[src/rtl/divPkg.sv]
package divPkg;
  typedef struct packed {
    logic load;    // capture operands, initialise registers
    logic step;    // one restoring iteration
    logic finish;  // sign correction and output update
  } divStrobes_t;

  typedef enum logic [1:0] {
    ST_IDLE = 2'd0,
    ST_RUN  = 2'd1,
    ST_FIN  = 2'd2
  } divState_t;
endpackage

[src/rtl/divControl.sv]
module divControl
  import divPkg::*;
#(
  parameter int WIDTH = 32
) (
  input  logic        clk,
  input  logic        rstN,
  input  logic        start,
  output divStrobes_t strb,
  output logic        busy,
  output logic        done
);
  localparam int ITERS = WIDTH + 1;
  localparam int CW = $clog2(ITERS + 1);
  localparam logic [CW-1:0] LAST = CW'(ITERS - 1);

  divState_t state;
  logic [CW-1:0] iterCnt;

  always_comb begin
    strb.load   = (state == ST_IDLE) && start;
    strb.step   = (state == ST_RUN);
    strb.finish = (state == ST_FIN);
  end

  assign busy = (state != ST_IDLE);

  always_ff @(posedge clk) begin
    if (!rstN) begin
      state   <= ST_IDLE;
      iterCnt <= '0;
      done    <= 1'b0;
    end else begin
      done <= 1'b0;
      case (state)
        ST_IDLE: if (start) begin
          state   <= ST_RUN;
          iterCnt <= '0;
        end
        ST_RUN: begin
          iterCnt <= iterCnt + 1'b1;
          if (iterCnt == LAST) state <= ST_FIN;
        end
        ST_FIN: begin
          state <= ST_IDLE;
          done  <= 1'b1;
        end
        default: state <= ST_IDLE;
      endcase
    end
  end

  // done lasts a single cycle
  assert_done_pulse_R2: assert property (@(posedge clk) disable iff (!rstN)
    done |=> !done);
  // result is never flagged while still running
  assert_done_idle_R2: assert property (@(posedge clk) disable iff (!rstN)
    done |-> !busy);
  // a running division is never restarted by start
  assert_no_restart_R3: assert property (@(posedge clk) disable iff (!rstN)
    (state == ST_RUN && start && iterCnt != LAST) |=> (state == ST_RUN && iterCnt == $past(iterCnt) + 1'b1));
endmodule

[src/rtl/divDatapath.sv]
module divDatapath
  import divPkg::*;
#(
  parameter int WIDTH = 32
) (
  input  logic             clk,
  input  logic             rstN,
  input  divStrobes_t      strb,
  input  logic             signedMode,
  input  logic [WIDTH-1:0] dividend,
  input  logic [WIDTH-1:0] divisor,
  output logic             divByZero,
  output logic [WIDTH-1:0] quoLo,
  output logic [WIDTH-1:0] remHi
);
  localparam int DW = 2 * WIDTH;
  localparam logic [WIDTH-1:0] ONE = WIDTH'(1);

  logic [DW-1:0]    remReg, divReg;
  logic [WIDTH-1:0] quoReg, divMag, rawDividend;
  logic             negQuo, negRem, zeroDiv;

  logic [WIDTH-1:0] aMag, bMag, remLow, quoFix, remFix;
  logic             aNeg, bNeg;
  logic [DW:0]      trial;

  always_comb begin
    aNeg   = signedMode && dividend[WIDTH-1];
    bNeg   = signedMode && divisor[WIDTH-1];
    aMag   = aNeg ? (~dividend + ONE) : dividend;
    bMag   = bNeg ? (~divisor + ONE) : divisor;
    trial  = {1'b0, remReg} - {1'b0, divReg};
    remLow = remReg[WIDTH-1:0];
    quoFix = negQuo ? (~quoReg + ONE) : quoReg;
    remFix = negRem ? (~remLow + ONE) : remLow;
  end

  always_ff @(posedge clk) begin
    if (!rstN) begin
      remReg      <= '0;
      divReg      <= '0;
      quoReg      <= '0;
      divMag      <= '0;
      rawDividend <= '0;
      negQuo      <= 1'b0;
      negRem      <= 1'b0;
      zeroDiv     <= 1'b0;
      divByZero   <= 1'b0;
      quoLo       <= '0;
      remHi       <= '0;
    end else begin
      if (strb.load) begin
        remReg      <= {{WIDTH{1'b0}}, aMag};
        divReg      <= {bMag, {WIDTH{1'b0}}};
        quoReg      <= '0;
        divMag      <= bMag;
        rawDividend <= dividend;
        negQuo      <= aNeg ^ bNeg;
        negRem      <= aNeg;
        zeroDiv     <= (divisor == '0);
      end
      if (strb.step) begin
        // a negative trial restores by keeping the old remainder
        if (trial[DW]) begin
          quoReg <= {quoReg[WIDTH-2:0], 1'b0};
        end else begin
          remReg <= trial[DW-1:0];
          quoReg <= {quoReg[WIDTH-2:0], 1'b1};
        end
        divReg <= divReg >> 1;
      end
      if (strb.finish) begin
        divByZero <= zeroDiv;
        quoLo     <= zeroDiv ? {WIDTH{1'b1}} : quoFix;
        remHi     <= zeroDiv ? rawDividend : remFix;
      end
    end
  end

  // restoring never increases the partial remainder
  assert_rem_shrinks_R9: assert property (@(posedge clk) disable iff (!rstN)
    strb.step |=> remReg <= $past(remReg));
  // final remainder lies below the divisor
  assert_rem_bound_R9: assert property (@(posedge clk) disable iff (!rstN)
    (strb.finish && !zeroDiv) |-> (remReg[DW-1:WIDTH] == '0 && remLow < divMag));
  // zero-divisor flag always comes with an all-ones quotient
  assert_dbz_quot_R6: assert property (@(posedge clk) disable iff (!rstN)
    divByZero |-> (quoLo == {WIDTH{1'b1}}));
endmodule

[src/rtl/seqDivider.sv]
module seqDivider
  import divPkg::*;
#(
  parameter int WIDTH = 32
) (
  input  logic             clk,
  input  logic             rstN,
  input  logic             start,
  input  logic             signedMode,
  input  logic [WIDTH-1:0] dividend,
  input  logic [WIDTH-1:0] divisor,
  output logic             busy,
  output logic             done,
  output logic             divByZero,
  output logic [WIDTH-1:0] quoLo,
  output logic [WIDTH-1:0] remHi
);
  divStrobes_t strb;

  divControl #(.WIDTH(WIDTH)) uCtrl (
    .clk(clk), .rstN(rstN), .start(start),
    .strb(strb), .busy(busy), .done(done)
  );

  divDatapath #(.WIDTH(WIDTH)) uData (
    .clk(clk), .rstN(rstN), .strb(strb), .signedMode(signedMode),
    .dividend(dividend), .divisor(divisor),
    .divByZero(divByZero), .quoLo(quoLo), .remHi(remHi)
  );

  // results move only together with done
  assert_hold_R7: assert property (@(posedge clk) disable iff (!rstN)
    !done |-> ($stable(quoLo) && $stable(remHi) && $stable(divByZero)));
endmodule

[config.mk]
export PLATFORM = sky130hd
export DESIGN_NAME = seqDivider
export DESIGN_NICKNAME = d
export VERILOG_FILES = /design/src/rtl/divPkg.sv /design/src/rtl/divControl.sv /design/src/rtl/divDatapath.sv /design/src/rtl/seqDivider.sv
export SDC_FILE = /design/constraint.sdc
export NUM_CORES = 1
export LEC_CHECK = 0
export BUFFER_PORTS_ARGS = -buffer_cell sky130_fd_sc_hd__buf_2
export CAP_MARGIN = 20
export CORE_MARGIN = 1
export CORE_UTILIZATION = 55
export DETAILED_ROUTE_END_ITERATION = 10
export GPL_ROUTABILITY_DRIVEN = 0
export PLACE_DENSITY = 0.74
export SETUP_SLACK_MARGIN = 0.05
export SYNTH_ARGS = -nofsm -noshare
export SYNTH_HDL_FRONTEND = slang
export SYNTH_SLANG_ARGS = --single-unit
[constraint.sdc]
create_clock -name clk -period 4.63 [get_ports clk]
set_input_delay 0.926 -clock clk [delete_from_list [all_inputs] [get_ports clk]]
set_output_delay 0.926 -clock clk [all_outputs]
set_load 0.05 [all_outputs]
==> flow_metrics.env <==
export IMPL_status="completed"
export IMPL_cp_start_kind="register"
export IMPL_root_buffer="clkbuf_16"
export IMPL_drive_above_1_share_pct=10.8
export IMPL_dp_slack_ns=0.959
export IMPL_vias_per_cell=5.98
export IMPL_fin_tns_setup_ns=0
export IMPL_cts_buffers=29
export IMPL_core_area_sq_um=28800
export IMPL_nets=2317
export IMPL_cp_arrival_ns=4.16
export IMPL_drt_iter0_markers=1199
export IMPL_grt_use_met3_pct=3.84
export IMPL_timing_fmax_mhz=271
export IMPL_synth_cell_type_count=74
export IMPL_htree_levels=1
export IMPL_first_pass_iters=5
export IMPL_clk_path_buf_depth=3
export IMPL_use_met1_pct=39.2
export IMPL_cts_tree="built"
export IMPL_setup_viol=0
export IMPL_synthFlopType="dfxtp_1"
export IMPL_drcViolationCount=0
export IMPL_top_usage_layer="met2"
export IMPL_portBuffers=134
export IMPL_cp_required_ns=5.10
export IMPL_yosysMostFrequentCell="nand2_1"
export IMPL_rsz0062_at_grt="false"
export IMPL_netlist_instances=2127
export IMPL_syn_area_sq_um=16100
export IMPL_yosysTopAreaCellShare_pct=33.4
export IMPL_fin_crit_ns=3.68
export IMPL_cts_setup_buffers=0
export IMPL_tightest_slew_ns=1.05
export IMPL_initial_core_util_pct=56.0
export IMPL_antenna_cells=0
export IMPL_grt_max_degree=68
export IMPL_hp_class="reg2reg"
export IMPL_overflow=0
export IMPL_antenna_found_initial=1
export IMPL_pin_count=135
export IMPL_synth_nets=2266
export IMPL_met2_usage_pct=46.0
export IMPL_cts_resized=0
export IMPL_ys_ff_latch=269
export IMPL_syn_area_per_cell_sq_um=7.58
export IMPL_path_max_fanout=17
export IMPL_fin_crit_sh_pct=79.6
export IMPL_yosysWarnings=0
export IMPL_max_slew_margin_pct=29.7
export IMPL_synth_top_cell_by_area="dfxtp_1"
export IMPL_rows=62
export IMPL_die_area_sq_um=30000
export IMPL_async_reset_ff_share_pct=0
export IMPL_synthTopCellsByCount="nand2_1 (383), dfxtp_1 (269), a21oi_1 (243), o21ai_0 (140), clkbuf_1 (113)"
export IMPL_ir_drop_v=0.000394
export IMPL_antenna_left=0
export IMPL_powerDensity_nw_per_um2=586
export IMPL_die_w_um=173
export IMPL_vias=15438
export IMPL_maxCapViolations=0
export IMPL_grt_pass1_wl_um=71100
export IMPL_dp_hpwl_um=31500
export IMPL_clock_skew_ns=0.0206
export IMPL_routedWlPerCell_um=16.7
export IMPL_track_usage_pct=28.3
export IMPL_slew_violations=0
export IMPL_first_global_vias=14280
export IMPL_endpoint_kind="register"
export IMPL_cts_sinks=269
export IMPL_area_growth_pct=11.2
export IMPL_clk_latency_ns=0.57
export IMPL_cts_hold_buf=0
export IMPL_routed_wl_um=43200
export IMPL_synth_edf_count=0
export IMPL_hold_viol_final=0
export IMPL_holdWs_ns=0.450
export IMPL_crit_type="reg2reg"
export IMPL_leakagePower_uw=0.00742
export IMPL_synth_seq_area_share_pct=33.4
export IMPL_yosys_top_cells_area="dfxtp_1 (33%), nand2_1 (8.9%), a21oi_1 (7.5%)"
export IMPL_final_core_util_pct=62.3
export IMPL_clkSlewWorstSetupHoldPaths_ns=0.06
export IMPL_fin_ws_ns=0.946
export IMPL_die_h_um=173
[per-stage QoR]
stage | instances | cell area (sq um) | total power [uW]
3_3_place_gp | 2530 | 17000 | 7990
2_1_floorplan | 2127 | 16100 | 6900
6_report | 2581 | 17900 | 10500
4_1_cts | 2581 | 17900 | 10400
3_5_place_dp | 2531 | 17000 | 8070
5_1_grt | 2581 | 17900 | 11200
[critical path: stages (launching register included)]
cell	delay [ns]
dfxtp_1	0.35
inv_1	0.05
ha_1	0.38
a21o_1	0.22
a21o_1	0.18
a221oi_1	0.31
nor2_1	0.10
or3_1	0.32
a211oi_1	0.45
o22ai_4	0.23
nor3_2	0.49
buf_4	0.34
a32oi_1	0.08
o31ai_1	0.09
[routing by layer]
metal | part of all wire (%) | wire length [um]
met1 | 46 | 20000
met2 | 45 | 19200
met3 | 6.4 | 2770
met4 | 2.7 | 1160
met5 | 0.030 | 13
[logic make-up after synthesis]
logic type      Yosys count  synth area share (%)
compound gates          715                  27.5
simple gates            672                  18.7
flops                   269                  33.4
buf+inv                 228                  5.45
xor+xnor                167                  9.07
fa+ha+maj                71                  5.56
mux                       5                 0.310
[cells in the final DEF (no fill, tap or decap), types with 5 or more instances in the layout]
| master | n |
|---|---|
| nand2_1 | 382 |
| dfxtp_1 | 268 |
| a21oi_1 | 243 |
| o21ai_0 | 140 |
| buf_2 | 134 |
| xor2_1 | 107 |
| inv_1 | 87 |
| nor2_1 | 78 |
| ha_1 | 70 |
| xnor2_1 | 60 |
| a21o_1 | 56 |
| o21ai_1 | 49 |
| nand3_1 | 40 |
| a22o_1 | 31 |
| a22oi_1 | 30 |
| clkbuf_16 | 29 |
| or3_1 | 25 |
| buf_4 | 25 |
| nor3_1 | 24 |
| o211ai_1 | 22 |
| o31ai_1 | 21 |
| a211oi_1 | 20 |
| nand4_1 | 18 |
| and3_1 | 18 |
| o21a_1 | 14 |
| nor4_1 | 14 |
| a31oi_1 | 14 |
| o21bai_1 | 13 |
| nand2b_1 | 12 |
| or4_1 | 10 |
| o41ai_1 | 10 |
| and2_1 | 10 |
| nor2b_1 | 9 |
| or2_2 | 7 |
| clkbuf_1 | 7 |
| a221oi_1 | 5 |
| a221o_1 | 5 |
| mux2i_1 | 5 |
[sequential cells by signal, indices dropped and copies added (netlist names)]
register and flops:
uCtrl.state 2, uData.rawDividend 32, uCtrl.done 1, uData.negRem 1, uData.quoLo 32, uData.divByZero 1
uData.negQuo 1, uData.divReg 64, uCtrl.iterCnt 6, uData.remHi 32, uData.zeroDiv 1, uData.quoReg 32
uData.remReg 64
[power by group]
part | internal (uW) | switching [uW]
sequential | 2540 | 253
combinational | 2220 | 3150
clock | 1380 | 966
total | 6140 | 4370
[cell type report]
type	instances	area, sq um
clock buffers	40	807
fillers	2622	10900
clock inverters	10	151
inverters	88	333
flip-flops and latches	269	5390
well taps	384	480
multi-input cells	1630	9900
repair buffers	160	873
[worst paths after layout]
kind / from / endpoint / slack, ns / cells past startpoint
worst max-delay path: uData.divReg[58]$_SDFFE_PN0P_ / uData.remReg[58]$_SDFF_PN0_ / 0.95 / 13
worst min-delay path: uData.divReg[28]$_SDFFE_PN0P_ / uData.divReg[28]$_SDFFE_PN0P_ / 0.45 / 2
worst max register to register: uData.divReg[58]$_SDFFE_PN0P_ / uData.remReg[58]$_SDFF_PN0_ / 0.95 / 13
worst min register to register: uData.divReg[28]$_SDFFE_PN0P_ / uData.divReg[28]$_SDFFE_PN0P_ / 0.45 / 2
Power figures use the tool's default switching activity.
